==> src/rtl/rag_pkg.sv <==
package rag_pkg;
  localparam int unsigned ADDR_W  = 32;
  localparam int unsigned REGIONS = 3;

  typedef enum logic {
    DIR_READ  = 1'b0,
    DIR_WRITE = 1'b1
  } dir_e;
endpackage

==> src/rtl/rag_region_cmp.sv <==
module rag_region_cmp #(
  parameter int unsigned AW = rag_pkg::ADDR_W
) (
  input  logic [AW-1:0] addr,
  input  logic [AW-1:0] lo,
  input  logic [AW-1:0] hi,
  input  logic          en,
  output logic          hit
);
  logic above_lo, below_hi;

  always_comb begin
    above_lo = (addr >= lo);
    below_hi = (addr <= hi);
    hit      = en && above_lo && below_hi;
  end
endmodule

==> src/rtl/rag_prio_pick.sv <==
module rag_prio_pick #(
  parameter int unsigned N    = rag_pkg::REGIONS,
  parameter int unsigned IDXW = $clog2(N + 1)
) (
  input  logic [N-1:0]    hit,
  input  logic [N-1:0]    rd_ok,
  input  logic [N-1:0]    wr_ok,
  output logic            any,
  output logic [IDXW-1:0] win,
  output logic            win_rd,
  output logic            win_wr
);
  always_comb begin
    any    = 1'b0;
    win    = '0;
    win_rd = 1'b0;
    win_wr = 1'b0;
    // ascending scan: a later (higher) match overwrites an earlier one
    for (int i = 0; i < int'(N); i++) begin
      if (hit[i]) begin
        any    = 1'b1;
        win    = IDXW'(i + 1);
        win_rd = rd_ok[i];
        win_wr = wr_ok[i];
      end
    end
  end
endmodule

==> src/rtl/rag_err_latch.sv <==
module rag_err_latch #(
  parameter int unsigned AW   = rag_pkg::ADDR_W,
  parameter int unsigned IDXW = 2
) (
  input  logic            clk,
  input  logic            rst_n,
  input  logic            capture,
  input  logic            clear,
  input  logic [AW-1:0]   addr,
  input  logic            write,
  input  logic [IDXW-1:0] region,
  output logic            err_valid,
  output logic [AW-1:0]   err_addr,
  output logic            err_write,
  output logic [IDXW-1:0] err_region
);
  import rag_pkg::*;
  dir_e dir_q;

  always_ff @(posedge clk) begin
    if (!rst_n) begin
      err_valid  <= 1'b0;
      err_addr   <= '0;
      dir_q      <= DIR_READ;
      err_region <= '0;
    end else if (clear) begin
      err_valid <= 1'b0;
    end else if (capture && !err_valid) begin
      err_valid  <= 1'b1;
      err_addr   <= addr;
      dir_q      <= write ? DIR_WRITE : DIR_READ;
      err_region <= region;
    end
  end

  assign err_write = (dir_q == DIR_WRITE);

  // a held record is not overwritten by later denials
  a_r8_first_kept: assert property (@(posedge clk) disable iff (!rst_n)
    err_valid && !clear |=> err_valid && $stable(err_addr) && $stable(err_region)
                            && $stable(err_write));
  // clear empties the record on the next edge
  a_r9_clear_wins: assert property (@(posedge clk) disable iff (!rst_n)
    clear |=> !err_valid);
endmodule

==> src/rtl/region_access_guard.sv <==
module region_access_guard #(
  parameter int unsigned AW   = rag_pkg::ADDR_W,
  parameter int unsigned NREG = rag_pkg::REGIONS,
  parameter int unsigned IDXW = $clog2(NREG + 1)
) (
  input  logic                 clk,
  input  logic                 rst_n,
  input  logic                 req_valid,
  output logic                 req_ready,
  input  logic [AW-1:0]        req_addr,
  input  logic                 req_write,
  input  logic [NREG*AW-1:0]   cfg_lo,
  input  logic [NREG*AW-1:0]   cfg_hi,
  input  logic [NREG-1:0]      cfg_en,
  input  logic [NREG-1:0]      cfg_rd,
  input  logic [NREG-1:0]      cfg_wr,
  output logic                 resp_valid,
  input  logic                 resp_ready,
  output logic                 resp_allow,
  output logic                 resp_deny,
  output logic [IDXW-1:0]      resp_region,
  input  logic                 err_clear,
  output logic                 err_valid,
  output logic [AW-1:0]        err_addr,
  output logic                 err_write,
  output logic [IDXW-1:0]      err_region
);
  logic [NREG-1:0] hit;
  logic            any_hit, sel_rd, sel_wr;
  logic [IDXW-1:0] win;
  logic            grant, take;

  for (genvar g = 0; g < int'(NREG); g++) begin : g_cmp
    rag_region_cmp #(.AW(AW)) u_cmp (
      .addr (req_addr),
      .lo   (cfg_lo[g*AW +: AW]),
      .hi   (cfg_hi[g*AW +: AW]),
      .en   (cfg_en[g]),
      .hit  (hit[g])
    );
  end

  rag_prio_pick #(.N(NREG), .IDXW(IDXW)) u_pick (
    .hit    (hit),
    .rd_ok  (cfg_rd),
    .wr_ok  (cfg_wr),
    .any    (any_hit),
    .win    (win),
    .win_rd (sel_rd),
    .win_wr (sel_wr)
  );

  always_comb begin
    grant     = any_hit && (req_write ? sel_wr : sel_rd);
    req_ready = !resp_valid || resp_ready;
    take      = req_valid && req_ready;
  end

  always_ff @(posedge clk) begin
    if (!rst_n) begin
      resp_valid  <= 1'b0;
      resp_allow  <= 1'b0;
      resp_deny   <= 1'b0;
      resp_region <= '0;
    end else if (take) begin
      resp_valid  <= 1'b1;
      resp_allow  <= grant;
      resp_deny   <= !grant;
      resp_region <= win;
    end else if (resp_ready) begin
      resp_valid <= 1'b0;
      resp_allow <= 1'b0;
      resp_deny  <= 1'b0;
    end
  end

  rag_err_latch #(.AW(AW), .IDXW(IDXW)) u_err (
    .clk        (clk),
    .rst_n      (rst_n),
    .capture    (take && !grant),
    .clear      (err_clear),
    .addr       (req_addr),
    .write      (req_write),
    .region     (win),
    .err_valid  (err_valid),
    .err_addr   (err_addr),
    .err_write  (err_write),
    .err_region (err_region)
  );

  // accepted request yields a verdict on the next edge
  a_r7_one_cycle: assert property (@(posedge clk) disable iff (!rst_n)
    req_valid && req_ready |=> resp_valid);
  // stalled response is frozen
  a_r6_hold_stall: assert property (@(posedge clk) disable iff (!rst_n)
    resp_valid && !resp_ready |=> resp_valid && $stable(resp_allow)
                                  && $stable(resp_region));
  // allow and deny are mutually exclusive and tied to valid
  a_r5_one_verdict: assert property (@(posedge clk) disable iff (!rst_n)
    resp_valid == (resp_allow ^ resp_deny) && !(resp_allow && resp_deny));
  // no region, no grant
  a_r4_unmatched_denied: assert property (@(posedge clk) disable iff (!rst_n)
    resp_valid && resp_region == '0 |-> resp_deny);
  // reported region number stays within range
  a_r2_region_range: assert property (@(posedge clk) disable iff (!rst_n)
    resp_valid |-> resp_region <= IDXW'(NREG));
endmodule

==> config.mk <==
export PLATFORM = sky130hd
export DESIGN_NAME = region_access_guard
export DESIGN_NICKNAME = d
export VERILOG_FILES = /design/src/rtl/rag_pkg.sv /design/src/rtl/rag_region_cmp.sv /design/src/rtl/rag_prio_pick.sv /design/src/rtl/rag_err_latch.sv /design/src/rtl/region_access_guard.sv
export SDC_FILE = /design/constraint.sdc
export NUM_CORES = 1
export LEC_CHECK = 0
export BUFFER_PORTS_ARGS = -buffer_cell sky130_fd_sc_hd__buf_2
export CAP_MARGIN = 20
export CORE_MARGIN = 1
export CORE_UTILIZATION = 54
export DETAILED_ROUTE_END_ITERATION = 8
export GPL_ROUTABILITY_DRIVEN = 0
export PLACE_DENSITY_LB_ADDON = 0.2
export SLEW_MARGIN = 15
export SYNTH_ARGS = -nofsm -noshare
export SYNTH_HDL_FRONTEND = slang
export SYNTH_HIERARCHICAL = 1
export SYNTH_SLANG_ARGS = --single-unit
==> constraint.sdc <==
create_clock -name clk -period 8.52 [get_ports clk]
set_clock_uncertainty 0.2 [all_clocks]
set_input_delay 0.426 -clock clk [delete_from_list [all_inputs] [get_ports clk]]
set_output_delay 0.426 -clock clk [all_outputs]
set_load 0.1 [all_outputs]
# --- Yosys cells after proc, flatten, opt, wreduce, memory -nomap -nowiden ---
# Cells that the tools add are included.
classes:
  n_reduce_logical: 17
  n_eq_ne: 0
  n_shift: 0
  n_div: 0
  magnitude_cmp: 6
  n_mul: 0
  n_addsub: 0
  n_bitwise: 2
  muxes: 18
ops:
  columns: ["cell", "count"]
  rows:
  - ["32-bit >= comparator", 3]
  - ["32-bit less-or-equal comparator", 3]
  - ["1-bit two-way mux", 16]
  - ["1-bit logical AND", 10]
  - ["2-bit two-way mux", 2]
  - ["1-bit logical NOT", 3]
  - ["1-bit NOT", 2]
  - ["2-bit AND reduction", 1]
  - ["2-bit nonzero test", 1]
  - ["2-bit OR reduction", 1]
  - ["1-bit logical OR", 1]
word_totals:
  output_inout_bits: 42
  rom_bits: 0
  in_bits: 239
  elab_cells: 51
  mem_bits_rw: 0
  memories: 0
  ff_bits: 41
  latch_bits: 0

# --- Logic depth before layout (Yosys ltp) ---
logic_depth:
  ltp_word: 12
  mapped_depth: 17

# --- Modules after synthesis ---
# The synthesis kept the hierarchy.
by_module_without_submodules:
  columns: ["mod", "area_each_um2", "cells_each", "instances"]
  rows:
  - ["rag_region_cmp", 1604.0, 223, 3]
  - ["rag_err_latch", 1465.2, 156, 1]
  - ["region_access_guard", 242.7, 25, 1]
  - ["rag_prio_pick", 71.3, 12, 1]

# --- Worst setup path after synthesis ---
# OpenSTA, ideal clock, no wires.
synth_path:
  path_kind: "input -> register"
  start: "in cfg_hi[37]"
  end: "reg u_err.err_addr[0]"
  t_required_ns: 8.248
  setup_time_ns: 0.072
  setup_slack_ns: 4.920
  n_path_buf: 2
  t_arrival_ns: 3.328
  stages: 17
  path_cell_list: "inv_1 -> ha_1 -> a21oi_2 -> nor2_1 -> a211oi_2 -> o31ai_1 -> a2111o_1 -> a311oi_1 -> nand3b_1 -> a21oi_1 -> mux2i_1 -> nor2b_1 -> nor3_1 -> nor3b_2 -> buf_6 -> buf_12 -> mux2i_1"
synth_via:
  elab_chain_len: 10
synth_lines:
  columns: ["element", "line", "source"]
  rows:
  - ["from (decl)", "region_access_guard.sv:13", "input logic [NREG*AW-1:0] cfg_hi,"]
  - ["32-bit less-or-equal comparator", "rag_region_cmp.sv:14", "below_hi = (addr <= hi);"]
  - ["1-bit logical AND", "rag_region_cmp.sv:15", "hit = en && above_lo && below_hi;"]
  - ["net hit[1]", "region_access_guard.sv:28", "logic [NREG-1:0] hit;"]
  - ["1-bit two-way mux (2 in a row)", "rag_prio_pick.sv:20", "if (hit[i]) begin"]
  - ["net sel_wr", "region_access_guard.sv:29", "logic any_hit, sel_rd, sel_wr;"]
  - ["1-bit two-way mux", "region_access_guard.sv:54", "grant = any_hit && (req_write ? sel_wr : sel_rd);"]
  - ["1-bit logical AND", "region_access_guard.sv:54", null]
  - ["1-bit logical NOT", "region_access_guard.sv:80", ".capture (take && !grant),"]
  - ["1-bit logical AND", "region_access_guard.sv:80", null]
  - ["1-bit logical AND", "rag_err_latch.sv:28", "end else if (capture && !err_valid) begin"]
  - ["2-bit AND reduction (no source line)", null, null]
  - ["to (signal assigned)", "rag_err_latch.sv:30", "err_addr <= addr;"]
  - ["to (decl)", "rag_err_latch.sv:13", "output logic [AW-1:0] err_addr,"]
# The timed path passes the listed nets, and every way through them passes these cells.
# A chain may end at the register's enable or synchronous reset.

# --- Final worst setup path ---
layout_path:
  start: "in req_addr[11]"
  end: "reg u_err.err_addr[15]"
layout_rtl:
  columns: ["element", "line", "source"]
  rows:
  - ["from (decl)", "region_access_guard.sv:10", "input logic [AW-1:0] req_addr,"]
  - ["32-bit >= comparator", "rag_region_cmp.sv:13", "above_lo = (addr >= lo);"]
  - ["1-bit logical AND", "rag_region_cmp.sv:15", null]
  - ["1-bit logical AND *", "rag_region_cmp.sv:15", null]
  - ["net hit[2]", "region_access_guard.sv:28", null]
  - ["1-bit two-way mux *", "rag_prio_pick.sv:20", null]
  - ["net sel_wr", "region_access_guard.sv:29", null]
  - ["1-bit two-way mux *", "region_access_guard.sv:54", null]
  - ["1-bit logical AND *", "region_access_guard.sv:54", null]
  - ["1-bit logical NOT *", "region_access_guard.sv:80", null]
  - ["1-bit logical AND *", "region_access_guard.sv:80", null]
  - ["1-bit logical AND *", "rag_err_latch.sv:28", null]
  - ["2-bit AND reduction (no source line) *", null, null]
# Mark *: on every way through the listed nets, which the timed path passes. The rest lies on a longest branch.

==> impl_metrics.env <==
export IMPL_finalPower_uw=806
export IMPL_combPwrFrac_pct=50.8
export IMPL_max_slew_margin_rel_pct=42.8
export IMPL_required_ps=8530
export IMPL_cts_hold_buf=0
export IMPL_p_sw_share_pct=42.5
export IMPL_wl_per_cell_um=15.0
export IMPL_critPathArrivalTime_ps=4590
export IMPL_vias=6801
export IMPL_synth_fp_nets=1293
export IMPL_synth_compound_area_share_pct=16.3
export IMPL_grt_pass1_wl_um=30400
export IMPL_synth_commonest_cells="inv_1, ha_1, nand2_1, a21oi_1, dfxtp_1"
export IMPL_timing_fmax_ghz=0.218
export IMPL_grt_pass1_vias=6596
export IMPL_synth_most_common_cell="inv_1"
export IMPL_io_pins=281
export IMPL_place_detailed_hpwl_um=16700
export IMPL_cts_repair_resized=0
export IMPL_tightest_slew_ps=850
export IMPL_clock_path_buffers=2
export IMPL_crit_path_start_kind="input pin"
export IMPL_ir_drop_v=0.0000768
export IMPL_io_buffers=280
export IMPL_async_reset_ff_share_pct=0
export IMPL_synth_ff_type="dfxtp_1"
export IMPL_ys_seq_area_share_pct=12.5
export IMPL_core_mm2=0.0117
export IMPL_start_util_pct=56.5
export IMPL_synthTopCellsByArea="ha_1, dfxtp_1, inv_1, nand2_1, mux2i_1"
export IMPL_final_layout_size_suffix_gt1_share_pct=26.8
export IMPL_synth_top_family_by_area="adder cells"
export IMPL_syn_area_per_cell_um2=7.65
export IMPL_cts_tree="done"
export IMPL_grt_overflow_total=0
export IMPL_power_density_mw_per_mm2=97.9
export IMPL_synth_xor_area_share_pct=0
export IMPL_post_cts_buffers=0
export IMPL_ant_nets=0
export IMPL_critPathMaxFanout=29
export IMPL_hold_class="in -> reg"
export IMPL_n_antenna_cell=0
export IMPL_power_frac_seq_pct=26.0
export IMPL_viasPerCell=5.30
export IMPL_worstSetupPathType="in -> reg"
export IMPL_syn_inst=862
export IMPL_multi_input_area_mm2=0.00494
export IMPL_antenna_found_initial=0
export IMPL_synth_cell_type_count=48
export IMPL_wl_um=19300
export IMPL_setup_tns_ps=0
export IMPL_yosysTopAreaCellShare_pct=36.4
export IMPL_nNetsFinal=1570
export IMPL_critPathCaptureType="flop"
export IMPL_setup_violations=0
export IMPL_fillers=1026
export IMPL_p_leak_uw=0.00498
export IMPL_dr_pass1_iters=5
export IMPL_hold_viol_final=0
export IMPL_htree_num_levels=2
export IMPL_regArea_um2=821
export IMPL_max_cap_violations=0
export IMPL_fin_crit_sh_pct=53.7
export IMPL_track_usage_pct=30.4
export IMPL_die_x_um=112
export IMPL_ys_warn_count=6
export IMPL_syn_to_final_growth_pct=24.8
export IMPL_clock_power_share_pct=23.3
export IMPL_root_buffer="clkbuf_16"
export IMPL_grt_max_degree=79
export IMPL_rows=39
export IMPL_clkTransAtPathRegs_ps=60
export IMPL_p_switching_uw=342
export IMPL_dr_first_iter_drc_count=355
export IMPL_status="completed"
export IMPL_synthSimpleGateAreaFrac_pct=16.6
export IMPL_clock_latency_ps=280
export IMPL_synth_edf_count=0
export IMPL_slew_violations=0
export IMPL_cts_sinks=41
export IMPL_synthesis_area_mm2=0.00659
export IMPL_p_int_uw=463
export IMPL_post_synth_top_area_cell="ha_1"
export IMPL_synth_fa_ha_area_share_pct=36.4
export IMPL_die_area_mm2=0.0127
export IMPL_synth_seq_cells=41
export IMPL_dieHeight_um=112
export IMPL_muxShareOfSynthArea_pct=5.47
export IMPL_rsz0062_at_grt="no"
export IMPL_drc=0
export IMPL_finalCriticalPeriod_ps=4580
export IMPL_cts_buffers=5
==> state kept, by name, indices dropped and copies added, names as in the netlist <==
| signal | flops |
|---|---|
| u_err/err_write | 1 |
| resp_allow | 1 |
| u_err/err_valid | 1 |
| resp_valid | 1 |
| resp_deny | 1 |
| resp_region | 2 |
| u_err/err_addr | 32 |
| u_err/err_region | 2 |
==> layer usage <==
metal	track usage, %	wire [um]	vias up
met5	0	0	-
met4	11.8	673	0
met3	5.40	1190	45
met2	55.0	9040	247
met1	35.6	8390	2993
li1	-	-	3516
==> cell usage in the layout, fill, tap and decap left out, drive strengths merged, types with 2 or more instances in the layout <==
cell type and instances:
a21o 22, o211ai 3, clkinv 2, o21ai 29
nor2 16, nand3b 2, nand2b 6, inv 195
a221oi 6, nor3b 2, nor4 6, a221o 3
o31ai 3, a211oi 9, nor2b 10, ha 192
a21boi 6, nand3 30, and3 4, a2111o 6
a311oi 3, dfxtp 41, and2 3, a31oi 6
nand2 105, nor3 4, nand4 21, or2 4
and4 9, clkbuf 5, a21oi 64, buf 282
mux2i 36
==> stage by stage <==
stage	hold slack [ps]	worst slack, ps	utilization [%]	cell area [um^2]	cells
global placement	239	3880	69.3	8090	1275
floorplan	302	4920	-	6590	862
detailed placement	246	3740	69.3	8090	1275
global route	193	3540	70.6	8230	1283
CTS	175	4000	70.6	8230	1283
finish	184	3940	70.6	8230	1283
==> layout make-up <==
cell class / count / area share (%)
clock buffers: 5 / 1.52
clock inverters: 3 / 0.213
inverters: 195 / 8.90
multi-input cells: 614 / 60.0
flip-flops and latches: 41 / 9.98
well taps: 143 / 2.17
repair buffers: 282 / 17.2
==> worst paths after layout <==
check                                  from                         endpoint  slack (ps)  cells past startpoint
max                            req_addr[11]  u_err/err_addr[15]$_SDFFE_PN0P_        3940                     14
min                               err_clear     u_err/err_valid$_SDFFE_PP0P_         180                      2
max reg2reg         resp_valid$_SDFFE_PN0P_  u_err/err_addr[15]$_SDFFE_PN0P_        6310                      5
min reg2reg  u_err/err_addr[6]$_SDFFE_PN0P_   u_err/err_addr[6]$_SDFFE_PN0P_         260                      2
==> worst max-delay path: stages <==
cell and delay, ps:
buf_2 170, ha_1 350, nand4_1 120, nor4_1 720, a31oi_1 190, a311oi_1 610, nor2b_1 210, a21oi_1 50
mux2i_1 130, nor2b_1 100, nor3_1 260, nor3b_4 470, buf_4 510, mux2i_1 250
==> logic make-up (layout without fill, tap and decap cells) <==
group | Yosys count | in the layout
buffers and inverters | 207 | 485
AO/OA/AOI/OAI | 163 | 163
AND/OR/NAND/NOR | 223 | 223
adder cells (fa/ha/maj) | 192 | 192
multiplexers | 36 | 36
flip-flops | 41 | 41
==> power groups by stage <==
stage,Sequential (uW),Combinational [uW],Clock (uW)
final,209,409,187
after global routing,210,454,202
after CTS,209,408,190
after detailed placement,213,406,0
after global placement,213,400,0
after floorplan,291,194,0
No activity file was read; power rests on OpenSTA's default activity.
